### src/rtl/usart_clkgen_pkg.sv
package usart_clkgen_pkg;

  typedef enum logic [1:0] {
    CM_ASYNC      = 2'd0,
    CM_ASYNC_FAST = 2'd1,
    CM_SYNC_MST   = 2'd2,
    CM_SYNC_SLV   = 2'd3
  } clk_mode_e;

  function automatic clk_mode_e decode_mode(input logic sync_mode,
                                            input logic master,
                                            input logic dbl_speed);
    clk_mode_e m;
    if (!sync_mode) m = dbl_speed ? CM_ASYNC_FAST : CM_ASYNC;
    else            m = master ? CM_SYNC_MST : CM_SYNC_SLV;
    return m;
  endfunction

endpackage

### src/rtl/ucg_baud_cnt.sv
module ucg_baud_cnt #(
  parameter int DIV_W = 12
) (
  input  logic             clk_i,
  input  logic             rst_ni,
  input  logic [DIV_W-1:0] divisor_i,
  output logic             tick_o
);

  logic [DIV_W-1:0] cnt_q;
  logic             tick_q;
  logic             at_zero;

  assign at_zero = (cnt_q == '0);

  always_ff @(posedge clk_i or negedge rst_ni) begin
    if (!rst_ni) begin
      cnt_q  <= '0;
      tick_q <= 1'b0;
    end else if (at_zero) begin
      cnt_q  <= divisor_i;
      tick_q <= 1'b1;
    end else begin
      cnt_q  <= cnt_q - 1'b1;
      tick_q <= 1'b0;
    end
  end

  assign tick_o = tick_q;

endmodule

### src/rtl/ucg_async_psc.sv
module ucg_async_psc #(
  parameter int OVS_LOG2 = 4
) (
  input  logic clk_i,
  input  logic rst_ni,
  input  logic tick_i,
  input  logic fast_i,
  output logic term_o
);

  localparam int FAST_LOG2 = OVS_LOG2 - 1;

  logic [OVS_LOG2-1:0] psc_q;

  always_ff @(posedge clk_i or negedge rst_ni) begin
    if (!rst_ni)     psc_q <= '0;
    else if (tick_i) psc_q <= psc_q + 1'b1;
  end

  // Terminal count: full ratio normally, half ratio in fast mode.
  assign term_o = fast_i ? (&psc_q[FAST_LOG2-1:0]) : (&psc_q);

endmodule

### src/rtl/ucg_xclk_sync.sv
module ucg_xclk_sync #(
  parameter int STAGES = 2
) (
  input  logic clk_i,
  input  logic rst_ni,
  input  logic xclk_i,
  output logic rise_o,
  output logic fall_o
);

  logic [STAGES-1:0] chain_q;
  logic              last_q;

  always_ff @(posedge clk_i or negedge rst_ni) begin
    if (!rst_ni) chain_q[0] <= 1'b0;
    else         chain_q[0] <= xclk_i;
  end

  for (genvar s = 1; s < STAGES; s++) begin : g_stage
    always_ff @(posedge clk_i or negedge rst_ni) begin
      if (!rst_ni) chain_q[s] <= 1'b0;
      else         chain_q[s] <= chain_q[s-1];
    end
  end

  always_ff @(posedge clk_i or negedge rst_ni) begin
    if (!rst_ni) last_q <= 1'b0;
    else         last_q <= chain_q[STAGES-1];
  end

  assign rise_o = chain_q[STAGES-1] & ~last_q;
  assign fall_o = ~chain_q[STAGES-1] & last_q;

endmodule

### src/rtl/usart_clkgen.sv
module usart_clkgen
  import usart_clkgen_pkg::*;
#(
  parameter int DIV_W       = 12,
  parameter int OVS_LOG2    = 4,
  parameter int SYNC_STAGES = 2
) (
  input  logic             clk_i,
  input  logic             rst_ni,
  input  logic [DIV_W-1:0] divisor_i,
  input  logic             sync_mode_i,
  input  logic             xclk_master_i,
  input  logic             dbl_speed_i,
  input  logic             polarity_i,
  input  logic             xclk_i,
  output logic             xclk_o,
  output logic             xclk_oe_o,
  output logic             tx_en_o,
  output logic             rx_en_o
);

  clk_mode_e mode;
  logic      tick;
  logic      psc_term;
  logic      ext_rise;
  logic      ext_fall;

  logic tx_q, rx_q, xclk_q, oe_q;

  assign mode = decode_mode(sync_mode_i, xclk_master_i, dbl_speed_i);

  ucg_baud_cnt #(.DIV_W(DIV_W)) u_baud (
    .clk_i     (clk_i),
    .rst_ni    (rst_ni),
    .divisor_i (divisor_i),
    .tick_o    (tick)
  );

  ucg_async_psc #(.OVS_LOG2(OVS_LOG2)) u_psc (
    .clk_i  (clk_i),
    .rst_ni (rst_ni),
    .tick_i (tick),
    .fast_i (mode == CM_ASYNC_FAST),
    .term_o (psc_term)
  );

  ucg_xclk_sync #(.STAGES(SYNC_STAGES)) u_sync (
    .clk_i  (clk_i),
    .rst_ni (rst_ni),
    .xclk_i (xclk_i),
    .rise_o (ext_rise),
    .fall_o (ext_fall)
  );

  always_ff @(posedge clk_i or negedge rst_ni) begin
    if (!rst_ni) begin
      tx_q   <= 1'b0;
      rx_q   <= 1'b0;
      xclk_q <= 1'b0;
      oe_q   <= 1'b0;
    end else begin
      unique case (mode)
        CM_ASYNC, CM_ASYNC_FAST: begin
          tx_q   <= tick & psc_term;
          rx_q   <= tick;
          xclk_q <= 1'b0;
          oe_q   <= 1'b0;
        end
        CM_SYNC_MST: begin
          // Launch on the edge that leaves the polarity level, sample on the other.
          tx_q <= tick & (xclk_q == polarity_i);
          rx_q <= tick & (xclk_q != polarity_i);
          if (tick) xclk_q <= ~xclk_q;
          oe_q <= 1'b1;
        end
        default: begin
          tx_q   <= polarity_i ? ext_fall : ext_rise;
          rx_q   <= polarity_i ? ext_rise : ext_fall;
          xclk_q <= 1'b0;
          oe_q   <= 1'b0;
        end
      endcase
    end
  end

  assign tx_en_o   = tx_q;
  assign rx_en_o   = rx_q;
  assign xclk_o    = xclk_q;
  assign xclk_oe_o = oe_q;

endmodule

### config.mk
export PLATFORM = sky130hd
export DESIGN_NAME = usart_clkgen
export DESIGN_NICKNAME = d
export VERILOG_FILES = /design/src/rtl/usart_clkgen_pkg.sv /design/src/rtl/ucg_baud_cnt.sv /design/src/rtl/ucg_async_psc.sv /design/src/rtl/ucg_xclk_sync.sv /design/src/rtl/usart_clkgen.sv
export SDC_FILE = /design/constraint.sdc
export NUM_CORES = 1
export LEC_CHECK = 0
export ABC_CLOCK_PERIOD_IN_PS = 2200
export BUFFER_PORTS_ARGS = -buffer_cell sky130_fd_sc_hd__buf_2
export CORE_AREA = 10 10 68 53
export DETAILED_ROUTE_END_ITERATION = 10
export DIE_AREA = 0 0 78 63
export GPL_ROUTABILITY_DRIVEN = 0
export HOLD_SLACK_MARGIN = 0.05
export PLACE_DENSITY = 0.74
export SYNTH_ARGS = -nofsm -noshare
export SYNTH_HDL_FRONTEND = slang
export SYNTH_HIERARCHICAL = 1
export SYNTH_SLANG_ARGS = --single-unit
### constraint.sdc
create_clock -name clk_i -period 2.2 [get_ports clk_i]
set_input_delay 0.44 -clock clk_i [delete_from_list [all_inputs] [get_ports clk_i]]
set_output_delay 0.44 -clock clk_i [all_outputs]
set_load 0.05 [all_outputs]
### Yosys cells after proc, flatten, opt, wreduce, memory -nomap -nowiden

Cells that the tools add are included.

* latch bits: 0
* memories: 0
* word-level logic and storage cells: 43
* ROM bits: 0
* bits in registers: 24
* bits of input ports: 19
* output and inout bits: 4
* RAM bits: 0

* div/mod/pow operators: 0
* $lt $le $gt $ge: 0
* multiply operators: 0
* muxes and demuxes: 13
* bitwise logic cells: 8
* shifts and indexed selects: 0
* add/sub/neg operators: 2
* equal/unequal tests: 5
* reductions and logical operators: 5

Operators by type and width (count)
* 12-bit logical NOT: 1
* 12-bit 2-to-1 mux: 1
* 12-bit by 1-bit subtractor with 12-bit output (second input constant): 1
* 1-bit 2-to-1 mux: 9
* 1-bit AND: 5
* 4-bit by 1-bit adder with 4-bit output (second input constant): 1
* 1-bit one-hot mux with 2 select lines: 2
* 4-bit AND reduction: 1
* 1-bit inverter: 3
* 3-bit AND reduction: 1
* 2-bit by 1-bit == test with 1-bit output (second input constant): 1
* 2-bit == test (second input constant): 1
* 2-bit logical NOT: 1
* 2-bit 2-to-1 mux: 1
* 2-bit by 1-bit inequality test with 1-bit output (second input constant): 1
* 2-bit OR reduction: 1
* 1-bit == test: 1
* 1-bit inequality test: 1

### Depth between registers and ports, before layout

Gate-level depths: netlist of the first run.

* word-level depth: 6
* mapped depth: 7
* mapped depth without buffers: 6

### By module

The synthesis of the first run kept the hierarchy.

Modules (own cells, without submodules)
* ucg_baud_cnt: times used 1, cells each 73, area each 706.9 µm², seq. area each 325.3 µm²
* usart_clkgen: times used 1, cells each 18, area each 206.4 µm², seq. area each 100.1 µm²
* ucg_async_psc: times used 1, cells each 14, area each 185.2 µm², seq. area each 100.1 µm²
* ucg_xclk_sync: times used 1, cells each 5, area each 90.1 µm², seq. area each 75.1 µm²

### Worst setup path before layout of the first run

OpenSTA, ideal clock, no wires.

* kind: reg-to-reg
* start: register u_baud.cnt_q[6]
* end: register u_baud.cnt_q[11]
* arrival: 1.396 ns
* slack: 0.678 ns
* data required time: 2.074 ns
* stages on the path, launching flop included: 5
* cell sequence: dfrtp_1 -> or4_4 -> nor4_4 -> xnor2_1 -> a21oi_1

* cells in the longest elaborated chain, start to end: 2
* elaborated cells between the ends (all ways): 3

RTL lines
* start: declaration: RTL line ucg_baud_cnt.sv:10 `logic [DIV_W-1:0] cnt_q;`
* start signal: assignment: RTL line ucg_baud_cnt.sv:21 `cnt_q <= divisor_i;`
* start signal: assignment: RTL line ucg_baud_cnt.sv:24 `cnt_q <= cnt_q - 1'b1;`
* 12-bit by 1-bit subtractor with 12-bit output or 12-bit logical NOT (tied branches): RTL line ucg_baud_cnt.sv:24, ucg_baud_cnt.sv:14
* 12-bit 2-to-1 mux *: RTL line ucg_baud_cnt.sv:20 `end else if (at_zero) begin`

Mark *: on every way between the ends. The rest lies on a longest branch, timed or not.
A chain may end at the register's enable or synchronous reset.

### Final worst setup path of the first run

* start: register u_baud.cnt_q[0]
* end: register u_baud.cnt_q[10]

The elaborated chain is that of the path after synthesis.

==> impl_metrics.ini, run 1 <==
[detailed_routing]
route.vias.total = 863
drt_first_pass_iters = 4
drt-total-wl_um = 2277
drc = 0
wl_per_cell_um = 13.47
via_per_inst = 5.107
ant_nets = 0
drtIter0Drc = 46

[clock_network]
ctsHoldBuffers = 0
htree_num_levels = 1
cts_max_path_buffers = 2
clock_latency_ps = 320
cts_buffers = 3
cts_setup_buffers = 0
cts_root_buffer = clkbuf_4
clkSinkCount = 24
clk_pin_slew_ps = 130
cts_resized = 0
cts_tree = built

[critical_path]
critPathRequiredTime_ps = 2420
critPathMaxFanout = 10
crit_type = reg2reg
critPathLaunchType = flop
crit_arrival_ps = 1880
cp-end-kind = flop

[floorplanning]
start_util_pct = 50.67
rows = 15
core_area_um2 = 2346
dieArea_um2 = 4914
design.portCount = 23
dieHeight_um = 63
die_w_um = 78

[finish]
area_growth_pct = 16.21
antennaDiodeCount = 0
nNetsFinal = 159
fill_cells = 217
drive_above_1_share_pct = 26.67

[power_and_ir_drop]
power.leakage_nw = 0.6550
peakVddDrop_v = 0.0005066
p_int_mw = 0.8119
p_sw_mw = 0.4234
clkPwrFrac_pct = 18.7
swShare_pct = 34.27
seqPwrFrac_pct = 56.2
finalPower_mw = 1.235
powerDensity_nw_per_um2 = 894.3
p_comb_share_pct = 25.0

[sta]
worst_pin_slew_ps = 528.1
period_share_pct = 75.19
clock_skew_ps = 12.56
max_freq_mhz = 604.5
slew_violations = 0
layout_setup_ws_ps = 545.8
setup_viol = 0
timing.setup.tns_ps = 0
rsz0062_at_grt = no
max_slew_margin_pct = 64.79
hold_viol = 0
fin_crit_ps = 1654

[yosys]
yosys_warnings = 6
ys_ff_latch = 24
ys_seq_area_share_pct = 50.53
postSynthAreaPerCell_um2 = 10.81
synthFlopType = dfrtp_1
synth_area_um2 = 1189
synth_edf_count = 0
async_flop_share_pct = 100.0
synth_top_area_share_pct = 50.53
yosys-top-cells-area = dfrtp_1 (51%), xnor2_1 (5.2%), xor2_1 (5.2%)
synth_nets = 133
synthCells = 110
synth_cell_types = 27
synth_largest_area_cell = dfrtp_1

[outcome]
status = complete, no violations

[global_routing]
gr-total-overflow = 0
grt_pass1_wl_um = 3898
grt_antenna_before_repair = 0
grt_pass1_vias = 871
grt_use_total_pct = 9.683
grt_max_degree = 25

[hold_path]
hp-class = in2async

[placed_design]
dp_hpwl_um = 1751
portBuffers = 22
pre_cts_ws_ps = 564.0

[run]
cap_violations = 0
-- state kept, by name, summed over array words and instances, names as in the netlist --
| name | count |
|---|---|
| rx_en_o | 1 |
| u_baud/cnt_q | 12 |
| u_psc/psc_q | 4 |
| u_baud/tick_o | 1 |
| xclk_oe_o | 1 |
| u_sync/chain_q | 2 |
| u_sync/last_q | 1 |
| tx_en_o | 1 |
| xclk_o | 1 |
-- power groups by stage --
stage,Clock (mW),Sequential (mW),Combinational [mW]
finish,0.231,0.695,0.309
detailed placement,0,0.702,0.310
floorplan,0,0.677,0.244
global route,0.263,0.716,0.348
CTS,0.244,0.693,0.312
global placement,0,0.696,0.301
-- worst max-delay path, cell delays in order, from the launching register on --
cell	delay (ps)
dfrtp_1	400
inv_1	80
ha_1	150
nor4b_1	390
nand3_1	170
buf_4	210
nor2_1	100
a21oi_1	50
-- cell type report --
type	count	area, um2	area share, %
Timing Repair Buffer	24	125.1	9.058
Sequential cell	24	600.6	43.48
Inverter	2	7.507	0.5435
Clock buffer	4	36.28	2.627
Multi-Input combinational cell	81	569.3	41.21
Tap cell	34	42.54	3.080
-- final timing paths --
path / start / to / slack [ps] / cells past startpoint
setup / recovery: u_baud/cnt_q[0] / u_baud/cnt_q[10] / 550 / 7
hold / removal: rst_ni / u_psc/psc_q[2] / 70 / 1
setup reg to reg: u_baud/cnt_q[0] / u_baud/cnt_q[10] / 550 / 7
hold reg to reg: u_sync/chain_q[0] / u_sync/chain_q[1] / 360 / 0
max in group asynchronous: rst_ni / u_baud/cnt_q[3] / 1760 / 1
min in group clk_i: xclk_i / u_sync/chain_q[0] / 220 / 1
-- Yosys cell counts (2+ instances only) --
cell,n
xor2_1,7
dfrtp_1,24
nor2_1,16
nand2_1,3
xnor2_1,7
nand3_1,5
a21oi_1,12
nor2b_1,3
nor3_1,2
clkbuf_1,3
mux2i_1,2
nor4_4,2
ha_1,4
inv_1,2
mux2_2,2
or3_1,2
and2_1,2
nor3b_1,3
-- logic make-up (layout without fill, tap and decap cells) --
family / Yosys count / in the layout / share of synthesized area (%)
simple gates: 44 / 44 / 22.63
flops: 24 / 24 / 50.53
compound gates: 15 / 15 / 7.158
xor+xnor: 14 / 14 / 10.32
buf+inv: 5 / 30 / 1.579
fa+ha+maj: 4 / 4 / 4.211
mux: 4 / 4 / 3.579
-- per-stage QoR --
stage	cells	hold WS (ps)	instance area (um2)	utilization [%]
after global routing	169	90.53	1381	58.88
after detailed placement	165	339.5	1345	57.33
final	169	70.45	1381	58.88
after floorplan	110	144.4	1189	-
after global placement	165	334.7	1345	57.33
after CTS	169	86.01	1381	58.88
-- placed cells by master (no fill, tap or decap), types with 3 or more instances in the layout --
cell      count
dfrtp_1      24
buf_2        22
nor2_1       16
a21oi_1      12
xor2_1        7
xnor2_1       7
nand3_1       5
ha_1          4
nor2b_1       3
nor3b_1       3
clkbuf_4      3
nand2_1       3
-- metal layers --
layer | routed length, um | track usage, %
met5 | 0 | 0
met4 | 18 | 2.009
met1 | 1022 | 11.44
met2 | 1123 | 15.81
met3 | 112 | 4.310
Power figures use the tool's default switching activity.
==> run 2, diff against run 1 <==
--- a/config.mk
+++ b/config.mk
@@ -5,14 +5,14 @@
 export SDC_FILE = /design/constraint.sdc
 export NUM_CORES = 1
 export LEC_CHECK = 0
-export ABC_CLOCK_PERIOD_IN_PS = 2200
+export ABC_CLOCK_PERIOD_IN_PS = 1500
 export BUFFER_PORTS_ARGS = -buffer_cell sky130_fd_sc_hd__buf_2
-export CORE_AREA = 10 10 68 53
+export CORE_AREA = 10 10 71 55
 export DETAILED_ROUTE_END_ITERATION = 10
-export DIE_AREA = 0 0 78 63
+export DIE_AREA = 0 0 81 65
 export GPL_ROUTABILITY_DRIVEN = 0
 export HOLD_SLACK_MARGIN = 0.05
-export PLACE_DENSITY = 0.74
+export PLACE_DENSITY = 0.71
 export SYNTH_ARGS = -nofsm -noshare
 export SYNTH_HDL_FRONTEND = slang
 export SYNTH_HIERARCHICAL = 1
==> constraint.sdc (replaced) <==
create_clock -name clk_i -period 1.5 [get_ports clk_i]
set_input_delay 0.3 -clock clk_i [delete_from_list [all_inputs] [get_ports clk_i]]
set_output_delay 0.3 -clock clk_i [all_outputs]
set_load 0.05 [all_outputs]
==> impl_metrics.ini, run 2 (synthesized netlist as in run 1, its figures left out) <==
[finish]
fin_cells = 190
reg_top3 = u_baud/cnt_q x12, u_psc/psc_q x4, u_sync/chain_q x2
area_growth_pct = 42.84
antennaDiodeCount = 0
largest_reg_flops = 12
drive_above_1_share_pct = 48.05
final_common_cell = dfrtp_1
final_cell_mix = dfrtp_1 (23), buf_2 (22), buf_4 (14)
nNetsFinal = 178
largest-register = u_baud/cnt_q

[hold_path]
min_path_cells = 1
hp-class = in2reg
worstHoldEndpoint = u_sync/chain_q[0]
min_from = xclk_i

[placed_design]
dp_cells = 181
pre_cts_ws_ps = -149.3
dp_hpwl_um = 1938
portBuffers = 22

[global_routing]
grt_pass1_wl_um = 4443
grt_antenna_before_repair = 0
grt_use_total_pct = 10.46
grt_max_degree = 25
grt_pass1_vias = 1039
gr-total-overflow = 0

[critical_path]
crit_family = simple AND/OR/NAND/NOR gates
crit_type = reg2reg
regToRegSetupSlack_ps = -80
crit_arrival_ps = 1730
crit_path_cell_trace = or4_4 > nor4_4 > xnor2_1 > a21oi_1
critPathLaunchType = flop
cp-end-kind = flop
slowest_stage = or4_4
critPathMaxFanout = 3
critPathMaxStageDelay_ps = 600
regToRegEndpoint = u_baud/cnt_q[9]
r2r_cells = 4
cp-startpoint = u_baud/cnt_q[3]
r2r_start = u_baud/cnt_q[3]
critPathRequiredTime_ps = 1650
cp_num_buf_inv = 0
path_depth = 4

[power_and_ir_drop]
power.leakage_nw = 0.7854
powerDensity_nw_per_um2 = 1512
peakVddDrop_v = 0.0009680

[detailed_routing]
ant_nets = 0
via_per_inst = 4.989
route.vias.total = 948
drt-total-wl_um = 2853
drt_first_pass_iters = 4
drtIter0Drc = 28
drc = 0
wl_per_cell_um = 15.02

[sta]
max_freq_mhz = 632.0
worst_pin_slew_ps = 531.8
clock_skew_ps = 1.738
fin_crit_ps = 1582
timing.setup.tns_ps = -131.2
period_share_pct = 105.5
slew_violations = 0
layout_setup_ws_ps = -82.25
hold_viol = 0
max_slew_margin_pct = 64.54
setup_viol = 4
rsz0062_at_grt = yes

[floorplanning]
dieArea_um2 = 5265
start_util_pct = 44.98
die_w_um = 81
core_area_um2 = 2643
design.portCount = 23
rows = 16
dieHeight_um = 65

[outcome]
status = finished with violations
violations = setup timing

[clock_network]
cts_root_buffer = clkbuf_8
cts_buffers = 3
cts_tree = built
cts_max_path_buffers = 2
htree_num_levels = 1
clk_pin_slew_ps = 80
clock_latency_ps = 260
clkSinkCount = 24

[run]
cap_violations = 0
==> run 2: changes by cell type in the layout (fill, tap and decap cells not counted), sizes merged <==
cell,change
buf,+18
clkbuf,-1
dlygate4sd3,+1
bufinv,+1
==> run 2: worst register-to-register path: cells and delay by family, from the launching register on <==
family | cells | cell delay [ps]
DFF | 1 | 390
AOI/OAI and AO/OA | 1 | 90
xor gates and xnor gates | 1 | 150
and+or+nand+nor | 2 | 850
==> run 2: metrics by stage <==
stage | hold slack, ps | power, mW | utilization [%] | cell area, um2
after global placement | 308.2 | 1.654 | 54.97 | 1453
after floorplan | 4.409 | 1.351 | - | 1189
final | 134.8 | 2.567 | 64.25 | 1698
after global routing | 125.2 | 2.707 | 64.25 | 1698
after CTS | 127.7 | 2.330 | 59.19 | 1564
after detailed placement | 317.1 | 1.713 | 54.97 | 1453
==> run 2: worst max-delay path by stage <==
stage,to
2_1_floorplan,u_baud/cnt_q[11]
3_3_place_gp,u_baud/cnt_q[11]
3_5_place_dp,u_baud/cnt_q[10]
4_1_cts,u_baud/cnt_q[9]
5_1_grt,u_baud/cnt_q[9]
6_report,u_baud/cnt_q[9]
==> run 2: metal layers <==
metal / track usage, % / vias up / wire, um
met5: 0 / - / 0
met4: 3.233 / 0 / 13
met3: 5.372 / 2 / 211
met2: 18.15 / 25 / 1484
met1: 10.74 / 456 / 1144
li1: - / 465 / -
==> run 2: cell type report <==
cell class                      instances  area, um2
Multi-Input combinational cell         81      679.4
Fill cell                             208      944.7
Clock inverter                          1      30.03
Timing Repair Buffer                   43      292.8
Clock buffer                            3      41.29
Tap cell                               36      45.04
Sequential cell                        24      601.8
Inverter                                2      7.507
==> run 2: timing repair <==
action | 4_1_cts | 5_1_grt
pin swaps | 3 | 12
hold endpoints to repair | 24 | 0
buffers inserted | 0 | 4
hold buffers | 1 | 0
resized for setup | 5 | 27
setup endpoints to repair | 12 | 12
cloned | 0 | 0
==> run 2: power by group <==
part           switching, mW  internal, mW
registers              0.183         0.810
clock network          0.204         0.357
logic                  0.491         0.522
